`src/rtl/adc_capture_ctrl.sv`:
```
module adc_capture_ctrl #(
  parameter int DATA_W     = 16,
  parameter int PULSE_CYC  = 8,
  parameter int MIN_PERIOD = 2500,
  parameter int PER_W      = 20,
  parameter int TMO_W      = 16
) (
  input  logic              clk,
  input  logic              rst_n,
  input  logic              en,
  input  logic [PER_W-1:0]  period,
  input  logic [TMO_W-1:0]  tmo_limit,
  input  logic              offset_bin,
  input  logic              adc_busy,
  input  logic              adc_dclk,
  input  logic              adc_sdata,
  output logic              conv_n,
  output logic [DATA_W-1:0] word,
  output logic              word_valid,
  output logic              err_len,
  output logic              err_tmo
);
  localparam int PCW = $clog2(PULSE_CYC + 1);
  localparam int NBW = $clog2(DATA_W + 1) + 1;
  localparam logic [PER_W-1:0] MINP = PER_W'(MIN_PERIOD);

  typedef enum logic [1:0] {S_IDLE, S_PULSE, S_WAIT, S_CONV} st_t;
  st_t st;

  logic [2:0] bsy_q, ck_q;
  logic [1:0] dat_q;
  logic [PCW-1:0] pcnt;
  logic [TMO_W-1:0] tcnt;
  logic [PER_W-1:0] gap;
  logic [NBW-1:0] nbits;
  logic [DATA_W-1:0] shreg;
  logic primed;

  always_ff @(posedge clk or negedge rst_n)
    if (!rst_n) begin
      bsy_q <= '1;
      ck_q  <= '0;
      dat_q <= '0;
    end else begin
      bsy_q <= {bsy_q[1:0], adc_busy};
      ck_q  <= {ck_q[1:0], adc_dclk};
      dat_q <= {dat_q[0], adc_sdata};
    end

  wire busy_s    = bsy_q[1];
  wire busy_rise = bsy_q[1] & ~bsy_q[2];
  wire dclk_rise = ck_q[1] & ~ck_q[2];
  wire [PER_W-1:0] eff_per = (period < MINP) ? MINP : period;
  wire [DATA_W-1:0] fmt = offset_bin ? {~shreg[DATA_W-1], shreg[DATA_W-2:0]} : shreg;

  always_ff @(posedge clk or negedge rst_n)
    if (!rst_n) begin
      st <= S_IDLE;
      conv_n <= 1'b1;
      pcnt <= '0;
      tcnt <= '0;
      gap <= '1;
      nbits <= '0;
      shreg <= '0;
      primed <= 1'b0;
      word <= '0;
      word_valid <= 1'b0;
      err_len <= 1'b0;
      err_tmo <= 1'b0;
    end else begin
      word_valid <= 1'b0;
      err_len <= 1'b0;
      err_tmo <= 1'b0;
      if (gap != '1) gap <= gap + 1'b1;
      if (st != S_IDLE && dclk_rise) begin
        shreg <= {shreg[DATA_W-2:0], dat_q[1]};
        if (nbits != '1) nbits <= nbits + 1'b1;
      end
      case (st)
        S_IDLE:
          if (en && gap >= eff_per) begin
            st <= S_PULSE;
            conv_n <= 1'b0;
            pcnt <= '0;
            tcnt <= '0;
            nbits <= '0;
            gap <= PER_W'(1);
          end
        S_PULSE: begin
          pcnt <= pcnt + 1'b1;
          if (tcnt != '1) tcnt <= tcnt + 1'b1;
          if (pcnt == PCW'(PULSE_CYC - 1)) begin
            conv_n <= 1'b1;
            st <= busy_s ? S_WAIT : S_CONV;
          end
        end
        S_WAIT: begin
          if (tcnt != '1) tcnt <= tcnt + 1'b1;
          if (!busy_s) st <= S_CONV;
          else if (tcnt >= tmo_limit) begin
            err_tmo <= 1'b1;
            st <= S_IDLE;
          end
        end
        S_CONV:
          if (busy_rise) begin
            st <= S_IDLE;
            primed <= 1'b1;
            if (primed) begin
              if (nbits == NBW'(DATA_W)) begin
                word <= fmt;
                word_valid <= 1'b1;
              end else err_len <= 1'b1;
            end
          end
        default: st <= S_IDLE;
      endcase
    end
endmodule

```
`config.mk`:
```
export PLATFORM = sky130hd
export DESIGN_NAME = adc_capture_ctrl
export DESIGN_NICKNAME = d
export VERILOG_FILES = /design/src/rtl/adc_capture_ctrl.sv
export SDC_FILE = /design/constraint.sdc
export NUM_CORES = 1
export LEC_CHECK = 0
export CORE_AREA = 2 2 89 108
export CTS_BUF_LIST = sky130_fd_sc_hd__clkbuf_8
export CTS_CLUSTER_SIZE = 28
export DETAILED_ROUTE_END_ITERATION = 8
export DIE_AREA = 0 0 91 110
export DONT_BUFFER_PORTS = 1
export MAX_ROUTING_LAYER = met4
export PLACE_DENSITY = 0.77
export SLEW_MARGIN = 25
export SYNTH_ARGS = -nofsm -noshare
export SYNTH_HDL_FRONTEND = slang
export SYNTH_SLANG_ARGS = --single-unit
```
`constraint.sdc`:
```
create_clock -name clk -period 2.43 [get_ports clk]
set_clock_uncertainty 0.15 [all_clocks]
set_input_delay 0.3645 -clock clk [delete_from_list [all_inputs] [get_ports clk]]
set_output_delay 0.3645 -clock clk [all_outputs]
set_load 0.01 [all_outputs]
```
==> results.yml <==
outcome:
  status: "complete, but fails checks"
  violations: "hold timing, setup timing"
sta:
  finalSetupViolations: 49
  max_freq_mhz: 356
  slew_viol_final: 0
  tightest_slew_ps: 660
  postLayoutSetupSlackWorst_ps: -377
  hold_viol_final: 93
  fin_crit_ps: 2810
  hold_ws_ps: -476
  post-route-period-util_pct: 116
  relSlewSlack_pct: 55.8
  grt_setup_unrepaired: "true"
yosys:
  syn_inst: 550
  synthDistinctLibCells: 49
  ys_ff_latch: 93
  synth_seq_area_share_pct: 45.1
  syn_nets: 638
  async_reset_ff_share_pct: 100
  syn-mean-instance-area_um2: 9.51
  synth-main-ff-cell: "dfrtp_1"
  synth_area_mm2: 0.00523
  synth_edf_count: 0
  ys_warn_count: 0
placement:
  portBuffers: 0
  dpl.hpwl_um: 8320
  dp_cells: 701
  place.gp.congestion: 0.910
route:
  drt_wl_total_um: 11400
  vias: 4135
  avgRoutedWirePerCell_um: 15.6
  top_layer_used: "met4"
  vias_per_cell: 5.69
  wl_met1_um: 4570
  drc: 0
  drtAntennaViolNets: 0
  routed-wl-met2_um: 6120
  firstDrtPassIters: 4
  wl_met3_um: 426
  drt_iter0_drc: 155
power_and_ir_drop:
  p_int_mw: 3.88
  p_comb_share_pct: 42.4
  switching_share_pct: 38.6
  power_density_mw_per_mm2: 1020
  p_leak_nw: 3.01
  ir_worst_vdd_mv: 0.641
  clockPowerShare_pct: 17.7
  power_frac_seq_pct: 39.9
  p_switching_mw: 2.44
cells_and_area:
  syn_to_final_growth_pct: 18.1
  layout.cells.non_filler: 727
  diodes: 0
  drive_above_1_share_pct: 24.1
  final_nets: 690
global_routing:
  grt-ovfl-total: 0
  grt_pass1_wl_um: 19000
  antenna_found_initial: 0
  track_usage_pct: 24.3
  grt_start_max_net_pins: 94
  grt_pass1_vias: 4209
die:
  core_area_mm2: 0.00894
  rows: 38
  io-pin-count: 63
  die_h_um: 110
  dieArea_mm2: 0.0100
  die_w_um: 91
  initial_core_util_pct: 58.5
worst_setup_path:
  cp-end-kind: "register"
  cp_max_fo: 7
  crit_path_start_kind: "input port"
  arrival_ps: 2960
  crit_type: "input port to register"
  cp_data_required_time_ps: 2590
clocking:
  cts_root_buf: "clkbuf_8"
  cts_tree: "yes"
  cts.path.max_buffers: 2
  clk_latency_ps: 380
  postCtsHoldBufs: 3
  clk_pin_slew_worst_paths_ps: 100
  cts_buffers: 9
  h-tree-depth: 3
  cts_sinks: 93
worst_hold_path:
  hold_path_class: "input port to async pin"
run:
  cap_viol_max_count: 0
-- Yosys cell counts (all sizes together) (9+ instances only) --
| master | count | area, um2 |
|---|---|---|
| o21ai | 21 | 105 |
| nand4 | 15 | 100 |
| dfrtp | 69 | 1730 |
| mux2 | 17 | 191 |
| nand3 | 24 | 120 |
| xnor2 | 9 | 78.8 |
| nand2 | 90 | 338 |
| ha | 45 | 563 |
| nor3 | 9 | 50.1 |
| xor2 | 14 | 123 |
| a21oi | 23 | 115 |
| dfstp | 24 | 631 |
| nor2 | 47 | 179 |
| inv | 42 | 158 |
-- cell usage in the layout, fill, tap and decap left out, drive strengths merged, types with 7 or more instances in the layout --
cell type,synthesis,final
nand2,90,90
dfrtp,69,69
buf,6,50
nor2,47,47
inv,42,46
ha,45,45
nand3,24,24
dfstp,24,24
a21oi,23,23
o21ai,21,21
mux2,17,17
nand4,15,15
xor2,14,14
xnor2,9,9
clkbuf,6,9
nor3,9,9
a31oi,7,7
nor4,7,7
-- routing by layer --
metal | GRT usage (%) | vias up
met2 | 43.1 | 101
met5 | - | -
met3 | 3.13 | 17
met1 | 27.9 | 2004
li1 | - | 2013
met4 | 10.7 | 0
-- power by group through the flow --
stage | sequential, mW | clock [mW] | combinational [mW]
2_1_floorplan | 2.54 | 0 | 1.70
5_1_grt | 2.59 | 1.19 | 3.00
3_5_place_dp | 2.55 | 0 | 2.53
6_report | 2.53 | 1.12 | 2.68
4_1_cts | 2.52 | 1.13 | 2.63
3_3_place_gp | 2.53 | 0 | 2.40
-- worst paths after layout --
kind | startpoint | to | slack, ps | depth (start not counted)
max | period[4] | tcnt[9] | -380 | 13
min | rst_n | tcnt[3] | -480 | 0
max reg2reg | tcnt[11] | st[1] | -230 | 9
min reg2reg | dat_q[0] | dat_q[1] | 210 | 0
max in group asynchronous | rst_n | bsy_q[1] | 2360 | 0
min in group clk | offset_bin | word[15] | 10 | 2
-- sequential cells by signal, indices dropped and copies added (netlist names), 3 cells and up --
signal	flops
pcnt	4
nbits	6
tcnt	16
ck_q	3
word	16
bsy_q	3
gap	20
shreg	16
-- logic make-up (layout without fill, tap and decap cells) --
family / count (synthesis) / in the layout / share of synthesized area, %
and+or+nand+nor: 233 / 233 / 21.7
DFF: 93 / 93 / 45.1
AOI/OAI and AO/OA: 80 / 80 / 9.93
buffers and inverters: 54 / 111 / 4.02
adders and majority gates: 45 / 45 / 10.8
xor gates and xnor gates: 23 / 23 / 3.85
muxes: 22 / 22 / 4.62
-- critical path, cell delays in order --
cell and delay (ps):
nor4_2 310, o21ai_2 140, a21o_1 250, and2_1 160, ha_1 270, nand2b_4 120, a2111oi_4 60, nand4b_4 210
a311oi_4 460, buf_4 190, o2111ai_2 130, xor2_1 190, a21oi_1 120
-- metrics by stage --
step | total power [mW] | util [%] | area, um2 | setup TNS, ps | setup WS, ps
finish | 6.32 | 69.1 | 6180 | -12780 | -377
floorplan | 4.24 | - | 5350 | -19040 | -529
global placement | 4.93 | 64.5 | 5770 | -24760 | -635
CTS | 6.29 | 68.3 | 6110 | -9580 | -282
global route | 6.78 | 69.1 | 6180 | -18090 | -503
detailed placement | 5.08 | 64.5 | 5770 | -30690 | -777
-- what timing repair did --
action / 4_1_cts / 5_1_grt
hold endpoints to repair: 96 / 93
gates cloned: 1 / 0
buffers inserted: 1 / 5
endpoints found under the setup margin: 50 / 49
pin swaps: 2 / 5
resized for setup: 15 / 12
-- final cells by class --
class,count,area (um2)
multi-input combinational,403,2860
fill,718,2760
sequential,93,2360
timing repair buffer,53,442
inverter,42,158
tap,120,150
clock buffer,9,124
clock inverter,7,88.8
No activity file was read; power rests on OpenSTA's default activity.
